File: config.mk
export PLATFORM = sky130hd
export DESIGN_NAME = ata_taskfile
export DESIGN_NICKNAME = d
export VERILOG_FILES = /design/src/rtl/ata_tf_pkg.sv /design/src/rtl/ata_tf_regs.sv /design/src/rtl/ata_tf_seq.sv /design/src/rtl/ata_tf_rdmux.sv /design/src/rtl/ata_taskfile.sv
export SDC_FILE = /design/constraint.sdc
export NUM_CORES = 1
export LEC_CHECK = 0
export ABC_AREA = 0
export CAP_MARGIN = 20
export CORE_MARGIN = 5
export CORE_UTILIZATION = 37
export CTS_CLUSTER_SIZE = 40
export DETAILED_ROUTE_END_ITERATION = 6
export DONT_BUFFER_PORTS = 1
export PLACE_DENSITY = 0.64
export SYNTH_ARGS = -nofsm -noshare
export SYNTH_HDL_FRONTEND = slang
export SYNTH_SLANG_ARGS = --single-unit
File: constraint.sdc
create_clock -name clk -period 2.2 [get_ports clk]
set_input_delay 0 -clock clk [delete_from_list [all_inputs] [get_ports clk]]
set_output_delay 0 -clock clk [all_outputs]
set_load 0.01 [all_outputs]
File: src/rtl/ata_tf_pkg.sv
package ata_tf_pkg;

    typedef enum logic [1:0] {
        ST_IDLE    = 2'd0,
        ST_DATA_IN = 2'd1,
        ST_FLUSH   = 2'd2
    } seq_state_t;

    // register offsets
    localparam logic [2:0] OFS_DATA    = 3'd0;
    localparam logic [2:0] OFS_ERRFEAT = 3'd1;
    localparam logic [2:0] OFS_DEVSEL  = 3'd6;
    localparam logic [2:0] OFS_CMDSTAT = 3'd7;

    // number of plain parameter registers, offsets 1..6
    localparam int NUM_PARAM = 6;

    // opcodes
    localparam logic [7:0] OP_IDENTIFY = 8'hEC;
    localparam logic [7:0] OP_SELFTEST = 8'h90;
    localparam logic [7:0] OP_FLUSH    = 8'hE7;

    // bit positions
    localparam int BIT_BSY   = 7;
    localparam int BIT_DRDY  = 6;
    localparam int BIT_DF    = 5;
    localparam int BIT_DRQ   = 3;
    localparam int BIT_ERR   = 0;
    localparam int BIT_ABRT  = 2;
    localparam int BIT_DEVNO = 4;

endpackage

File: src/rtl/ata_tf_regs.sv
module ata_tf_regs
    import ata_tf_pkg::*;
#(
    parameter int REG_W = 8
) (
    input  logic                            clk,
    input  logic                            rst_n,
    input  logic                            wr_en,
    input  logic [2:0]                      wr_addr,
    input  logic [REG_W-1:0]                wr_data,
    input  logic                            devsel_clr,
    output logic [NUM_PARAM-1:0][REG_W-1:0] regs_q
);

    // offset k+1 is held in slot k
    for (genvar k = 0; k < NUM_PARAM; k++) begin : g_param
        localparam logic [2:0] MY_OFS = 3'(k + 1);
        if (MY_OFS == OFS_DEVSEL) begin : g_dev
            always_ff @(posedge clk) begin
                if (!rst_n) begin
                    regs_q[k] <= '0;
                end else if (wr_en && wr_addr == MY_OFS) begin
                    regs_q[k] <= wr_data;
                end else if (devsel_clr) begin
                    regs_q[k][BIT_DEVNO] <= 1'b0;
                end
            end
        end else begin : g_plain
            always_ff @(posedge clk) begin
                if (!rst_n) begin
                    regs_q[k] <= '0;
                end else if (wr_en && wr_addr == MY_OFS) begin
                    regs_q[k] <= wr_data;
                end
            end
        end
    end

endmodule

File: src/rtl/ata_tf_seq.sv
module ata_tf_seq
    import ata_tf_pkg::*;
#(
    parameter int ID_WORDS = 256,
    parameter int IDX_W    = 8,
    parameter int REG_W    = 8
) (
    input  logic             clk,
    input  logic             rst_n,
    input  logic             cmd_wr,
    input  logic [REG_W-1:0] opcode,
    input  logic             data_rd,
    input  logic             stat_rd,
    input  logic             flush_done,
    input  logic             flush_err,
    output logic [REG_W-1:0] status,
    output logic             abrt,
    output logic             drq,
    output logic             irq,
    output logic             devsel_clr,
    output logic             flush_req,
    output logic [IDX_W-1:0] word_idx
);

    localparam logic [IDX_W-1:0] LAST_IDX = IDX_W'(ID_WORDS - 1);

    seq_state_t       state_q, state_d;
    logic [IDX_W-1:0] idx_q, idx_d;
    logic             err_q, err_d;
    logic             abrt_q, abrt_d;
    logic             irq_q, irq_d;
    logic             irq_set;
    logic             bsy;

    // state register
    always_ff @(posedge clk) begin
        if (!rst_n) begin
            state_q <= ST_IDLE;
            idx_q   <= '0;
            err_q   <= 1'b0;
            abrt_q  <= 1'b0;
            irq_q   <= 1'b0;
        end else begin
            state_q <= state_d;
            idx_q   <= idx_d;
            err_q   <= err_d;
            abrt_q  <= abrt_d;
            irq_q   <= irq_d;
        end
    end

    // next state
    always_comb begin
        state_d    = state_q;
        idx_d      = idx_q;
        err_d      = err_q;
        abrt_d     = abrt_q;
        irq_set    = 1'b0;
        devsel_clr = 1'b0;
        unique case (state_q)
            ST_IDLE, ST_DATA_IN: begin
                if (cmd_wr) begin
                    err_d  = 1'b0;
                    abrt_d = 1'b0;
                    case (opcode)
                        OP_IDENTIFY: begin
                            state_d = ST_DATA_IN;
                            idx_d   = '0;
                            irq_set = 1'b1;
                        end
                        OP_SELFTEST: begin
                            state_d    = ST_IDLE;
                            devsel_clr = 1'b1;
                            irq_set    = 1'b1;
                        end
                        OP_FLUSH: begin
                            state_d = ST_FLUSH;
                        end
                        default: begin
                            state_d = ST_IDLE;
                            err_d   = 1'b1;
                            abrt_d  = 1'b1;
                            irq_set = 1'b1;
                        end
                    endcase
                end else if (state_q == ST_DATA_IN && data_rd) begin
                    idx_d = idx_q + 1'b1;
                    if (idx_q == LAST_IDX) begin
                        state_d = ST_IDLE;
                    end
                end
            end
            ST_FLUSH: begin
                if (flush_done) begin
                    state_d = ST_IDLE;
                    err_d   = flush_err;
                    abrt_d  = flush_err;
                    irq_set = 1'b1;
                end
            end
            default: state_d = ST_IDLE;
        endcase
        irq_d = irq_set | (irq_q & ~stat_rd);
    end

    // outputs
    always_comb begin
        bsy       = (state_q == ST_FLUSH);
        drq       = (state_q == ST_DATA_IN);
        flush_req = bsy;
        status    = '0;
        status[BIT_BSY]  = bsy;
        status[BIT_DRDY] = 1'b1;
        status[BIT_DF]   = 1'b0;
        status[BIT_DRQ]  = drq;
        status[BIT_ERR]  = err_q;
        abrt      = abrt_q;
        irq       = irq_q;
        word_idx  = idx_q;
    end

endmodule

File: src/rtl/ata_tf_rdmux.sv
module ata_tf_rdmux
    import ata_tf_pkg::*;
#(
    parameter int REG_W  = 8,
    parameter int WORD_W = 16
) (
    input  logic [2:0]                      rd_addr,
    input  logic [NUM_PARAM-1:0][REG_W-1:0] regs_q,
    input  logic [REG_W-1:0]                status,
    input  logic                            abrt,
    input  logic                            drq,
    input  logic [WORD_W-1:0]               id_word,
    output logic [WORD_W-1:0]               rdata
);

    logic [REG_W-1:0] err_byte;

    always_comb begin
        err_byte           = '0;
        err_byte[BIT_ABRT] = abrt;
        unique case (rd_addr)
            OFS_DATA:    rdata = drq ? id_word : '0;
            OFS_ERRFEAT: rdata = WORD_W'(err_byte);
            OFS_CMDSTAT: rdata = WORD_W'(status);
            default:     rdata = WORD_W'(regs_q[rd_addr - 3'd1]);
        endcase
    end

endmodule

File: src/rtl/ata_taskfile.sv
module ata_taskfile
    import ata_tf_pkg::*;
#(
    parameter int REG_W    = 8,
    parameter int WORD_W   = 16,
    parameter int ID_WORDS = 256,
    localparam int IDX_W   = $clog2(ID_WORDS)
) (
    input  logic              clk,
    input  logic              rst_n,
    input  logic [2:0]        bus_addr,
    input  logic              bus_wr,
    input  logic              bus_rd,
    input  logic [REG_W-1:0]  bus_wdata,
    output logic [WORD_W-1:0] bus_rdata,
    output logic              irq,
    output logic [IDX_W-1:0]  id_addr,
    input  logic [WORD_W-1:0] id_word,
    output logic              flush_req,
    input  logic              flush_done,
    input  logic              flush_err
);

    logic [NUM_PARAM-1:0][REG_W-1:0] tf_q;
    logic [REG_W-1:0]                stat_byte;
    logic                            abrt;
    logic                            drq;
    logic                            devsel_clr;
    logic                            busy;
    logic                            param_wr;
    logic                            cmd_wr;

    assign busy     = stat_byte[BIT_BSY];
    assign param_wr = bus_wr && !busy && bus_addr != OFS_CMDSTAT && bus_addr != OFS_DATA;
    assign cmd_wr   = bus_wr && !busy && bus_addr == OFS_CMDSTAT;

    ata_tf_regs #(.REG_W(REG_W)) u_regs (
        .clk        (clk),
        .rst_n      (rst_n),
        .wr_en      (param_wr),
        .wr_addr    (bus_addr),
        .wr_data    (bus_wdata),
        .devsel_clr (devsel_clr),
        .regs_q     (tf_q)
    );

    ata_tf_seq #(.ID_WORDS(ID_WORDS), .IDX_W(IDX_W), .REG_W(REG_W)) u_seq (
        .clk        (clk),
        .rst_n      (rst_n),
        .cmd_wr     (cmd_wr),
        .opcode     (bus_wdata),
        .data_rd    (bus_rd && bus_addr == OFS_DATA),
        .stat_rd    (bus_rd && bus_addr == OFS_CMDSTAT),
        .flush_done (flush_done),
        .flush_err  (flush_err),
        .status     (stat_byte),
        .abrt       (abrt),
        .drq        (drq),
        .irq        (irq),
        .devsel_clr (devsel_clr),
        .flush_req  (flush_req),
        .word_idx   (id_addr)
    );

    ata_tf_rdmux #(.REG_W(REG_W), .WORD_W(WORD_W)) u_rdmux (
        .rd_addr (bus_addr),
        .regs_q  (tf_q),
        .status  (stat_byte),
        .abrt    (abrt),
        .drq     (drq),
        .id_word (id_word),
        .rdata   (bus_rdata)
    );

endmodule

==> run summary, run 1 <==
status: finished clean
clk buf depth: 2
vias in the first global route: 2364
final hold violation count: 0
WP depth: 4
Avg Inst Size Synth: 9.420 um2
final setup fails: 0
Slew Viols, Final: 0
Core ar.: 8175 um2
Setup Buffers After CTS: 0
WL met3: 640 um
delay of the slowest cell on the worst path: 0.68 ns
Seq/Total Area, Yosys: 38.99%
Period Utilization, post-route: 91.01%
layout cells sized above 1: 11.08%
CTS tree: yes
I/O pin count: 59
uppermost layer routed: met4
Power Density: 659.5 nW/um2
number of antenna-violating nets in the routed design: 0
Starting Density: 37.68%
vias per inst: 5.715
Layout Skew: 0.006741 ns
DRT Wirelength: 8131 um
crit path launch type: flip-flop
Hold Path Class: in2reg
number of synthesized flops with an enable pin: 0
Top delay family on crit path: simple AND/OR/NAND/NOR gates
post-synth top area share: 38.99%
Clk pin slew, worst setup/hold paths: 0.06 ns
1st-iter DRT viols: 218
GRT Residual Overflow: 0
TritonCTS Buffers: 9
Hold Slack: 0.01477 ns
Hold Crit Endpoint: u_seq.word_idx[5]
DRT met1 WL: 3409 um
vias post-DR: 2509
reg2reg start: u_seq.state_q[1]
Yosys cell types: 50
Pre-antenna DRT Iters: 5
synth warn: 0
Max-slew headroom: 48.16%
DP HPWL: 5584 um
synthesized net count: 366
Synth area leaders: dfxtp_1 39%, mux2i_1 18%, nor2_1 6.7%
Yosys reg bits: 60
Resize count post-CTS: 0
Pleak: 1.576 nW
Post-synth top flop: dfxtp_1
CTS H-Tree Depth: 3
placer congestion estimate: 0.8012
IO Port Bufs: 0
async set-reset flop share out of synthesis: 0%
Core Rows: 33
Area growth, synth to finish: 12.55%
max cap viols: 0
die area: 10250 um2
fmax: 499.4 MHz
initial antenna violation count: 0
first-pass GRT wire length: 12810 um
Setup Crit Path Kind: reg2reg
Buf+Inv Stages, Crit Path: 0
Critical Path Sink Type: flip-flop
gr usage total: 16.38%
count leader, synth: dfxtp_1
Clock Sinks: 60
Worst-Skew Late Latency: 0.33 ns
Post-Syn Area: 3080 um2
Arr. time, crit path: 2.26 ns
R2R Setup Slk: 0.20 ns
min-delay src: bus_wr
root buffer cell: clkbuf_8
Worst path slowest cell: or4_1
biggest area consumer among synthesized cells: dfxtp_1
Gate Count Post-Synth: 327
nets: 369
critical-path maximum fanout: 8
Post-CTS Hold Fix Bufs: 12
largest net degree at the start of global routing: 58
FF-to-FF path depth: 4
Antenna diodes: 0
hold path cells: 3
met2 WL: 3923 um
chip height: 101.2 um
Crit Reg-Reg Endpoint: u_seq.word_idx[7]
WL per Instance: 18.52 um
crit-path cells: nand4b_1 -> or4_1 -> a2111o_1 -> a31oi_1
post-route setup TNS: 0 ns
CP Data Required Time: 2.46 ns
Fill cells: 776
RSZ-0062 raised after global routing: no
slew at the pin closest to its max-slew limit: 0.7753 ns
IR Drop Worst-Case VDD: 0.0002938 V
# DRC: 0
Die X: 101.2 um
Final min period: 2.002 ns
synth cell count leaders: 60 x dfxtp_1, 56 x mux2i_1, 55 x nor2_1
## metrics by stage
step | total power [mW] | area, um2 | worst slack, ns | cells | utilization (%)
after floorplan | 1.285 | 3083 | 0.03487 | 327 | -
after global placement | 1.293 | 3147 | 0.2842 | 412 | 38.49
after detailed placement | 1.296 | 3147 | 0.2313 | 412 | 38.49
after CTS | 2.312 | 3467 | 0.2243 | 439 | 42.41
after global routing | 2.388 | 3467 | 0.04635 | 439 | 42.41
final | 2.287 | 3467 | 0.1977 | 439 | 42.41
## worst register-to-register path, stage by stage, from the launching register on
cell and delay, ns:
dfxtp_1 0.35, nand4b_1 0.29, or4_1 0.68, a2111o_1 0.45
a31oi_1 0.15
## flip-flops by register name (all words and copies together) (netlist names)
name	count
u_seq.err_q	1
u_seq.word_idx	8
u_regs.regs_q	48
u_seq.state_q	2
u_seq.irq	1
## how the worst max path moves through the flow
stage,start,to
after CTS,u_seq.state_q[1],u_seq.word_idx[7]
final,u_seq.state_q[1],u_seq.word_idx[7]
after global routing,u_seq.state_q[0],u_regs.regs_q[26]
after floorplan,bus_addr[0],u_seq.state_q[0]
after global placement,u_seq.state_q[1],u_seq.word_idx[7]
after detailed placement,u_seq.state_q[0],u_regs.regs_q[25]
## final cells by class
type	instances	area, um2	share of cell area, %
Clock inverter	4	48.80	1.407
Clock buffer	11	151.4	4.367
Sequential cell	60	1201	34.64
Tap cell	105	131.4	3.789
Multi-Input combinational cell	230	1735	50.05
Inverter	13	48.80	1.407
Timing Repair Buffer	16	150.1	4.331
## routing by layer
metal,vias to the layer above,global-route usage (%)
li1,1178,-
met1,1229,20.38
met2,88,26.26
met3,14,5.579
met4,0,6.135
met5,-,0
## power breakdown
| part | leakage, nW | switching [mW] | internal, mW | total, mW |
|---|---|---|---|---|
| Clock | 0.105 | 0.406 | 0.576 | 0.982 |
| Sequential | 0.485 | 0.00930 | 1.10 | 1.11 |
| Combinational | 0.986 | 0.111 | 0.0803 | 0.192 |
## cells in the final DEF, fill, tap and decap left out, types with 2 or more instances in the layout
cell type and count:
o21ai_0 3, a31oi_1 4, a21oi_1 9, nand3_1 7, clkbuf_8 11, nor4b_1 2, dlygate4sd3_1 12, nand2b_1 3
and3_1 2, nand4_1 9, buf_4 4, inv_1 13, a221oi_1 2, o21a_1 2, nor2b_1 2, ha_1 6
a211oi_1 2, or2_2 2, clkinv_2 2, a22oi_1 3, o221ai_1 5, and2_1 9, nand2_1 13, a22o_1 2
mux4_2 8, a211o_2 2, nor2_1 55, dfxtp_1 60, mux2i_1 56, o221a_2 2
## cells by family after synthesis
logic type                 Yosys count  share of synthesized area, %
xor gates and xnor gates             1                        0.2844
adders and majority gates            6                         2.437
AOI/OAI and AO/OA                   46                         11.33
buffers and inverters               37                         5.158
muxes                               64                         24.05
and+or+nand+nor                    113                         17.75
DFF                                 60                         38.99
Note: power is estimated with default switching activity, not from simulation.
==> inputs of run 2 (changes only) <==
--- a/config.mk
+++ b/config.mk
@@ -12,7 +12,7 @@
 export CTS_CLUSTER_SIZE = 40
 export DETAILED_ROUTE_END_ITERATION = 6
 export DONT_BUFFER_PORTS = 1
-export PLACE_DENSITY = 0.64
+export PLACE_DENSITY = 0.62
 export SYNTH_ARGS = -nofsm -noshare
 export SYNTH_HDL_FRONTEND = slang
 export SYNTH_SLANG_ARGS = --single-unit
==> constraint.sdc (replaced) <==
create_clock -name clk -period 2 [get_ports clk]
set_input_delay 0 -clock clk [delete_from_list [all_inputs] [get_ports clk]]
set_output_delay 0 -clock clk [all_outputs]
set_load 0.01 [all_outputs]
==> run 2 against run 1 <==
Against the previous run:
- via count down 0.44%
- clock skew grew 0.0030 ns
- die area is the same
- setup slack got worse by 0.10 ns
- core utilization increased by 0.66 points
- power up 16%
- register-to-register slack worse by 0.10 ns
- non-clock buffer count grew 5
- sequential cell count unchanged
- largest power group unchanged
- highest routed layer unchanged
==> run summary, run 2 (same netlist as run 1, synthesis figures left out) <==
Hold Path Class: in2reg (unchanged)
CTS tree: yes (unchanged)
initial antenna violation count: 0 (unchanged)
Worst-Skew Late Latency: 0.35 ns (was 0.33 ns)
Clk pin slew, worst setup/hold paths: 0.07 ns (was 0.06 ns)
critical-path maximum fanout: 8 (unchanged)
Setup Crit Path Kind: reg2reg (unchanged)
RSZ-0062 raised after global routing: no (unchanged)
Setup Buffers After CTS: 0 (unchanged)
final hold violation count: 0 (unchanged)
Layout Skew: 0.009714 ns (was 0.006741 ns)
first-pass GRT wire length: 13290 um (was 12810 um)
CTS H-Tree Depth: 3 (unchanged)
Flop pwr share: 46.2% (was 48.7%)
Arr. time, crit path: 2.17 ns (was 2.26 ns)
placer congestion estimate: 0.8229 (was 0.8012)
Pre-antenna DRT Iters: 4 (was 5)
Max-slew headroom: 56.48% (was 48.16%)
Switching Fraction: 24.12% (was 23.04%)
Final WS setup: 0.09743 ns (was 0.1977 ns)
Core Rows: 33 (unchanged)
IO Port Bufs: 0 (unchanged)
crit-path cells: nand4b_1 -> or4_1 -> a2111o_1 -> a31oi_1 (unchanged)
status: finished clean (unchanged)
Power Density: 752.6 nW/um2 (was 659.5 nW/um2)
vias in the first global route: 2457 (was 2364)
Storage cell area: 1201 um2 (unchanged)
Starting Density: 37.68% (unchanged)
Hold Slack: 0.02984 ns (was 0.01477 ns)
layout cells sized above 1: 12.35% (was 11.08%)
Period Utilization, post-route: 95.13% (was 91.01%)
root buffer cell: clkbuf_8 (unchanged)
Worst path slowest cell: or4_1 (unchanged)
I/O pin count: 59 (unchanged)
TritonCTS Buffers: 9 (unchanged)
Fill cells: 790 (was 776)
clock power share: 45.8% (was 43.0%)
die area: 10250 um2 (unchanged)
IR Drop Worst-Case VDD: 0.0002740 V (was 0.0002938 V)
largest net degree at the start of global routing: 58 (unchanged)
delay of the slowest cell on the worst path: 0.65 ns (was 0.68 ns)
max FFs per register: 48 (unchanged)
chip height: 101.2 um (unchanged)
DRT Wirelength: 8381 um (was 8131 um)
most frequent cells in the layout: 60 x dfxtp_1, 56 x mux2i_1, 55 x nor2_1 (unchanged)
fmax: 525.6 MHz (was 499.4 MHz)
area of the multi-input gates: 1727 um2 (was 1735 um2)
WL per Instance: 18.83 um (was 18.52 um)
Critical Path Sink Type: flip-flop (unchanged)
Final min period: 1.903 ns (was 2.002 ns)
Antenna diodes: 0 (unchanged)
nets: 374 (was 369)
# DRC: 0 (unchanged)
Core ar.: 8175 um2 (unchanged)
Setup WS pre-CTS: 0.1323 ns (was 0.2313 ns)
max cap viols: 0 (unchanged)
sw power: 0.6390 mW (was 0.5269 mW)
gr usage total: 17.03% (was 16.38%)
Area growth, synth to finish: 14.30% (was 12.55%)
Largest Register: u_regs.regs_q (unchanged)
GRT Residual Overflow: 0 (unchanged)
Pleak: 1.601 nW (was 1.576 nW)
Pint: 2.011 mW (was 1.760 mW)
Slew Viols, Final: 0 (unchanged)
Die X: 101.2 um (unchanged)
commonest non-fill, non-tap cell in the layout: dfxtp_1 (unchanged)
number of antenna-violating nets in the routed design: 0 (unchanged)
clk buf depth: 2 (unchanged)
CP Data Required Time: 2.26 ns (was 2.46 ns)
post-route setup TNS: 0 ns (unchanged)
DP HPWL: 5695 um (was 5584 um)
crit path launch type: flip-flop (unchanged)
final setup fails: 0 (unchanged)
slew at the pin closest to its max-slew limit: 0.6509 ns (was 0.7753 ns)
vias post-DR: 2498 (was 2509)
Buf+Inv Stages, Crit Path: 0 (unchanged)
Clock Sinks: 60 (unchanged)
vias per inst: 5.613 (was 5.715)
Comb power frac: 8.1% (was 8.4%)
post-layout util: 43.07% (was 42.41%)
1st-iter DRT viols: 125 (was 218)
Top delay family on crit path: simple AND/OR/NAND/NOR gates (unchanged)
==> run 2: final cells by class <==
| cell class | instances | area share [%] |
|---|---|---|
| Multi-Input combinational cell | 230 | 49.04 |
| Sequential cell | 60 | 34.12 |
| Timing Repair Buffer | 21 | 5.402 |
| Tap cell | 105 | 3.731 |
| Clock buffer | 9 | 3.518 |
| Clock inverter | 7 | 2.807 |
| Inverter | 13 | 1.386 |
==> run 2: power by group through the flow <==
| stage | Combinational (mW) | Sequential (mW) | Clock, mW |
|---|---|---|---|
| floorplan | 0.167 | 1.25 | 0 |
| global route | 0.234 | 1.23 | 1.30 |
| global placement | 0.176 | 1.25 | 0 |
| detailed placement | 0.178 | 1.25 | 0 |
| finish | 0.214 | 1.22 | 1.21 |
| CTS | 0.215 | 1.22 | 1.24 |
==> run 2: final timing paths <==
check,start,endpoint,slack (ns),depth (start not counted)
setup / recovery,u_seq.state_q[1],u_seq.word_idx[7],0.1,4
hold / removal,bus_wdata[6],u_regs.regs_q[44],0.03,4
setup reg to reg,u_seq.state_q[1],u_seq.word_idx[7],0.1,4
hold reg to reg,u_regs.regs_q[24],u_regs.regs_q[24],0.50,2
==> run 2: worst register-to-register path, stage by stage, from the launching register on <==
cell	delay, ns
dfxtp_1	0.35
nand4b_1	0.21
or4_1	0.65
a2111o_1	0.46
a31oi_1	0.17
==> run 2: layer usage <==
layer  routed length, um  GRT usage (%)  share of wire [%]  vias to the layer above
met3                 589          4.752                7.0                       10
met4                 127          7.566                1.5                        0
li1                    -              -                  -                     1193
met2                3923          26.51                 47                       89
met5                   0              0                  0                        -
met1                3740          22.02                 45                     1206
==> run 2: timing repair <==
action / CTS / global route
endpoints found under the hold margin: 56 / 0
setup endpoints to repair: 0 / 0
hold buffers: 13 / 0
gates resized for setup: 0 / 0
==> run 2: through the flow <==
stage | cell area [um2] | total power [mW] | instances
2_1_floorplan | 3088 | 1.414 | 327
3_3_place_gp | 3168 | 1.426 | 416
3_5_place_dp | 3168 | 1.429 | 416
4_1_cts | 3521 | 2.678 | 445
5_1_grt | 3521 | 2.757 | 445
6_report | 3521 | 2.650 | 445
==> inputs of run 3 (changes only) <==
--- a/config.mk
+++ b/config.mk
@@ -12,7 +12,7 @@
 export CTS_CLUSTER_SIZE = 40
 export DETAILED_ROUTE_END_ITERATION = 6
 export DONT_BUFFER_PORTS = 1
-export PLACE_DENSITY = 0.62
+export PLACE_DENSITY = 0.64
 export SYNTH_ARGS = -nofsm -noshare
 export SYNTH_HDL_FRONTEND = slang
 export SYNTH_SLANG_ARGS = --single-unit
==> constraint.sdc (replaced) <==
create_clock -name clk -period 1.6 [get_ports clk]
set_input_delay 0 -clock clk [delete_from_list [all_inputs] [get_ports clk]]
set_output_delay 0 -clock clk [all_outputs]
set_load 0.01 [all_outputs]
==> run 3 against run 2 <==
Against the previous run:
- the flow now finishes with violations (setup timing)
- global-route usage is 0.18 points higher
- first-iteration DRC count is 48% higher
- critical path depth is 1 lower
- highest routed layer unchanged
- worst hold slack worse by 0.0043 ns
- die area stayed put
- via count is 2.6% higher
- power is 35% higher
- sequential power is 25% higher
==> run summary, run 3 (same netlist as run 1, synthesis figures left out) <==
status: finished with violations (was finished clean)
failing checks: setup timing
Period Utilization, post-route: 103.1%
Antenna diodes: 0 (unchanged)
area of the multi-input gates: 1888 um2 (was 1727 um2)
RSZ-0062 raised after global routing: yes (was no)
1st-iter DRT viols: 185 (was 125)
root buffer cell: clkbuf_8 (unchanged)
GR Util met1: 22.26% (was 22.02%)
Critical Path Sink Type: output pin (was flip-flop)
placer congestion estimate: 0.8410 (was 0.8229)
met3 usage: 3.857% (was 4.752%)
Area growth, synth to finish: 28.55% (was 14.30%)
Worst-Skew Late Latency: 0.34 ns (was 0.35 ns)
first-pass GRT wire length: 13530 um (was 13290 um)
met2 GRT Util: 27.82% (was 26.51%)
Largest Register: u_regs.regs_q (unchanged)
vias per inst: 5.526 (was 5.613)
Die X: 101.2 um (unchanged)
# DRC: 0 (unchanged)
number of antenna-violating nets in the routed design: 0 (unchanged)
IO Port Bufs: 0 (unchanged)
I/O pin count: 59 (unchanged)
Pleak: 1.795 nW (was 1.601 nW)
die area: 10250 um2 (unchanged)
vias post-DR: 2564 (was 2498)
Final min period: 1.649 ns
final hold violation count: 0 (unchanged)
Clk pin slew, worst setup/hold paths: 0.07 ns (about the same)
crit path launch type: flip-flop (unchanged)
vias in the first global route: 2603 (was 2457)
CTS H-Tree Depth: 3 (unchanged)
Clock Sinks: 60 (unchanged)
clk buf depth: 2 (unchanged)
Hold Slack: 0.02557 ns (was 0.02984 ns)
DP HPWL: 5836 um (was 5695 um)
commonest non-fill, non-tap cell in the layout: dfxtp_1 (unchanged)
nets: 393 (was 374)
Max-slew headroom: 49.56% (was 56.48%)
Power Density: 906.0 nW/um2 (was 752.6 nW/um2)
slew at the pin closest to its max-slew limit: 0.7566 ns (was 0.6509 ns)
Hold Path Class: in2reg (unchanged)
CP Data Required Time: 1.60 ns (was 2.26 ns)
Core Rows: 33 (unchanged)
Final WS setup: -0.04915 ns (was 0.09743 ns)
Slew Viols, Final: 0 (unchanged)
Core ar.: 8175 um2 (unchanged)
Fill cells: 734 (was 790)
GRT busiest layer: met2 (unchanged)
initial antenna violation count: 0 (unchanged)
largest net degree at the start of global routing: 53 (was 58)
Layout Skew: 0.006928 ns (was 0.009714 ns)
Arr. time, crit path: 1.65 ns (was 2.17 ns)
total power draw: 3.588 mW (was 2.650 mW)
chip height: 101.2 um (unchanged)
most frequent cells in the layout: 58 x dfxtp_1, 56 x mux2i_1, 55 x nor2_1 (was 60 x dfxtp_1, 56 x mux2i_1, 55 x nor2_1)
WL per Instance: 18.38 um (was 18.83 um)
Setup Crit Path Kind: reg2out (was reg2reg)
max FFs per register: 48 (unchanged)
Starting Density: 37.68% (unchanged)
final setup fails: 4 (was 0)
max cap viols: 0 (unchanged)
GRT Residual Overflow: 0 (unchanged)
gr usage total: 17.21% (was 17.03%)
fmax: 606.4 MHz
CTS tree: yes (unchanged)
critical-path maximum fanout: 2 (was 8)
layout cells sized above 1: 25.07% (was 12.35%)
IR Drop Worst-Case VDD: 0.0003771 V (was 0.0002740 V)
DRT Wirelength: 8529 um (was 8381 um)
Pre-antenna DRT Iters: 5 (was 4)
Storage cell area: 1204 um2 (was 1201 um2)
TritonCTS Buffers: 9 (unchanged)
run 3: changes by cell type in the layout (fill, tap and decap cells not counted), moves of 3 or more:
cell	before	now
and2_4	0	9
buf_4	8	17
and2_1	9	1
buf_12	0	6
o221ai_1	5	0
o221ai_2	0	4
a21oi_1	9	6
a21oi_2	0	3
buf_6	0	3
run 3: path summary, 6_finish.rpt:
path                      from           endpoint  slack, ns  cells after the start
max reg2reg   u_seq.state_q[1]  u_seq.word_idx[7]      -0.01                      4
min reg2reg  u_regs.regs_q[21]  u_regs.regs_q[21]       0.49                      2
max           u_regs.regs_q[3]       bus_rdata[3]      -0.05                      3
min               bus_wdata[0]          u_seq.irq       0.03                      3
run 3: area by class of cell:
class | count | share of cell area [%]
Multi-Input combinational cell | 230 | 47.68
Sequential cell | 60 | 30.39
Timing Repair Buffer | 40 | 10.77
Clock buffer | 11 | 3.823
Tap cell | 105 | 3.318
Clock inverter | 5 | 2.717
Inverter | 13 | 1.295
run 3: report_power, final:
group / internal [mW] / switching (mW) / total (mW) / leakage [nW]
logic: 0.148 / 0.174 / 0.323 / 1.18
clock network: 1.12 / 0.610 / 1.73 / 0.130
registers: 1.52 / 0.0143 / 1.53 / 0.486
total: 2.79 / 0.798 / 3.59 / 1.80
run 3: timing repair:
item	4_1_cts	5_1_grt
endpoints found under the hold margin	60	0
resized for setup	10	26
hold buffers	13	0
cloned	0	0
endpoints found under the setup margin	20	20
setup buffers	3	1
pin swaps	2	4
run 3: critical path: stages, from the launching register on:
cell     delay [ns]
dfxtp_2        0.32
mux4_2         0.47
a22o_1         0.25
a22o_1         0.26
run 3: stage by stage:
step	cells	worst slack, ns	TNS [ns]	utilization, %	cell area, um2
final	464	-0.04915	-0.1149	48.44	3960
after global routing	464	-0.1012	-0.8209	48.44	3960
after CTS	463	-0.06177	-0.1584	47.00	3842
after detailed placement	431	-0.04168	-0.09849	41.37	3382
after global placement	431	-0.01039	-0.01039	41.37	3382
after floorplan	327	-0.03424	-0.07552	-	3161
run 3: metal layers:
layer / routed length, um / part of all wire, % / vias to the layer above
met5: 0 / 0 / -
met4: 118 / 1.4 / 0
met3: 505 / 5.9 / 11
met2: 4222 / 50 / 84
met1: 3683 / 43 / 1233
li1: - / - / 1236
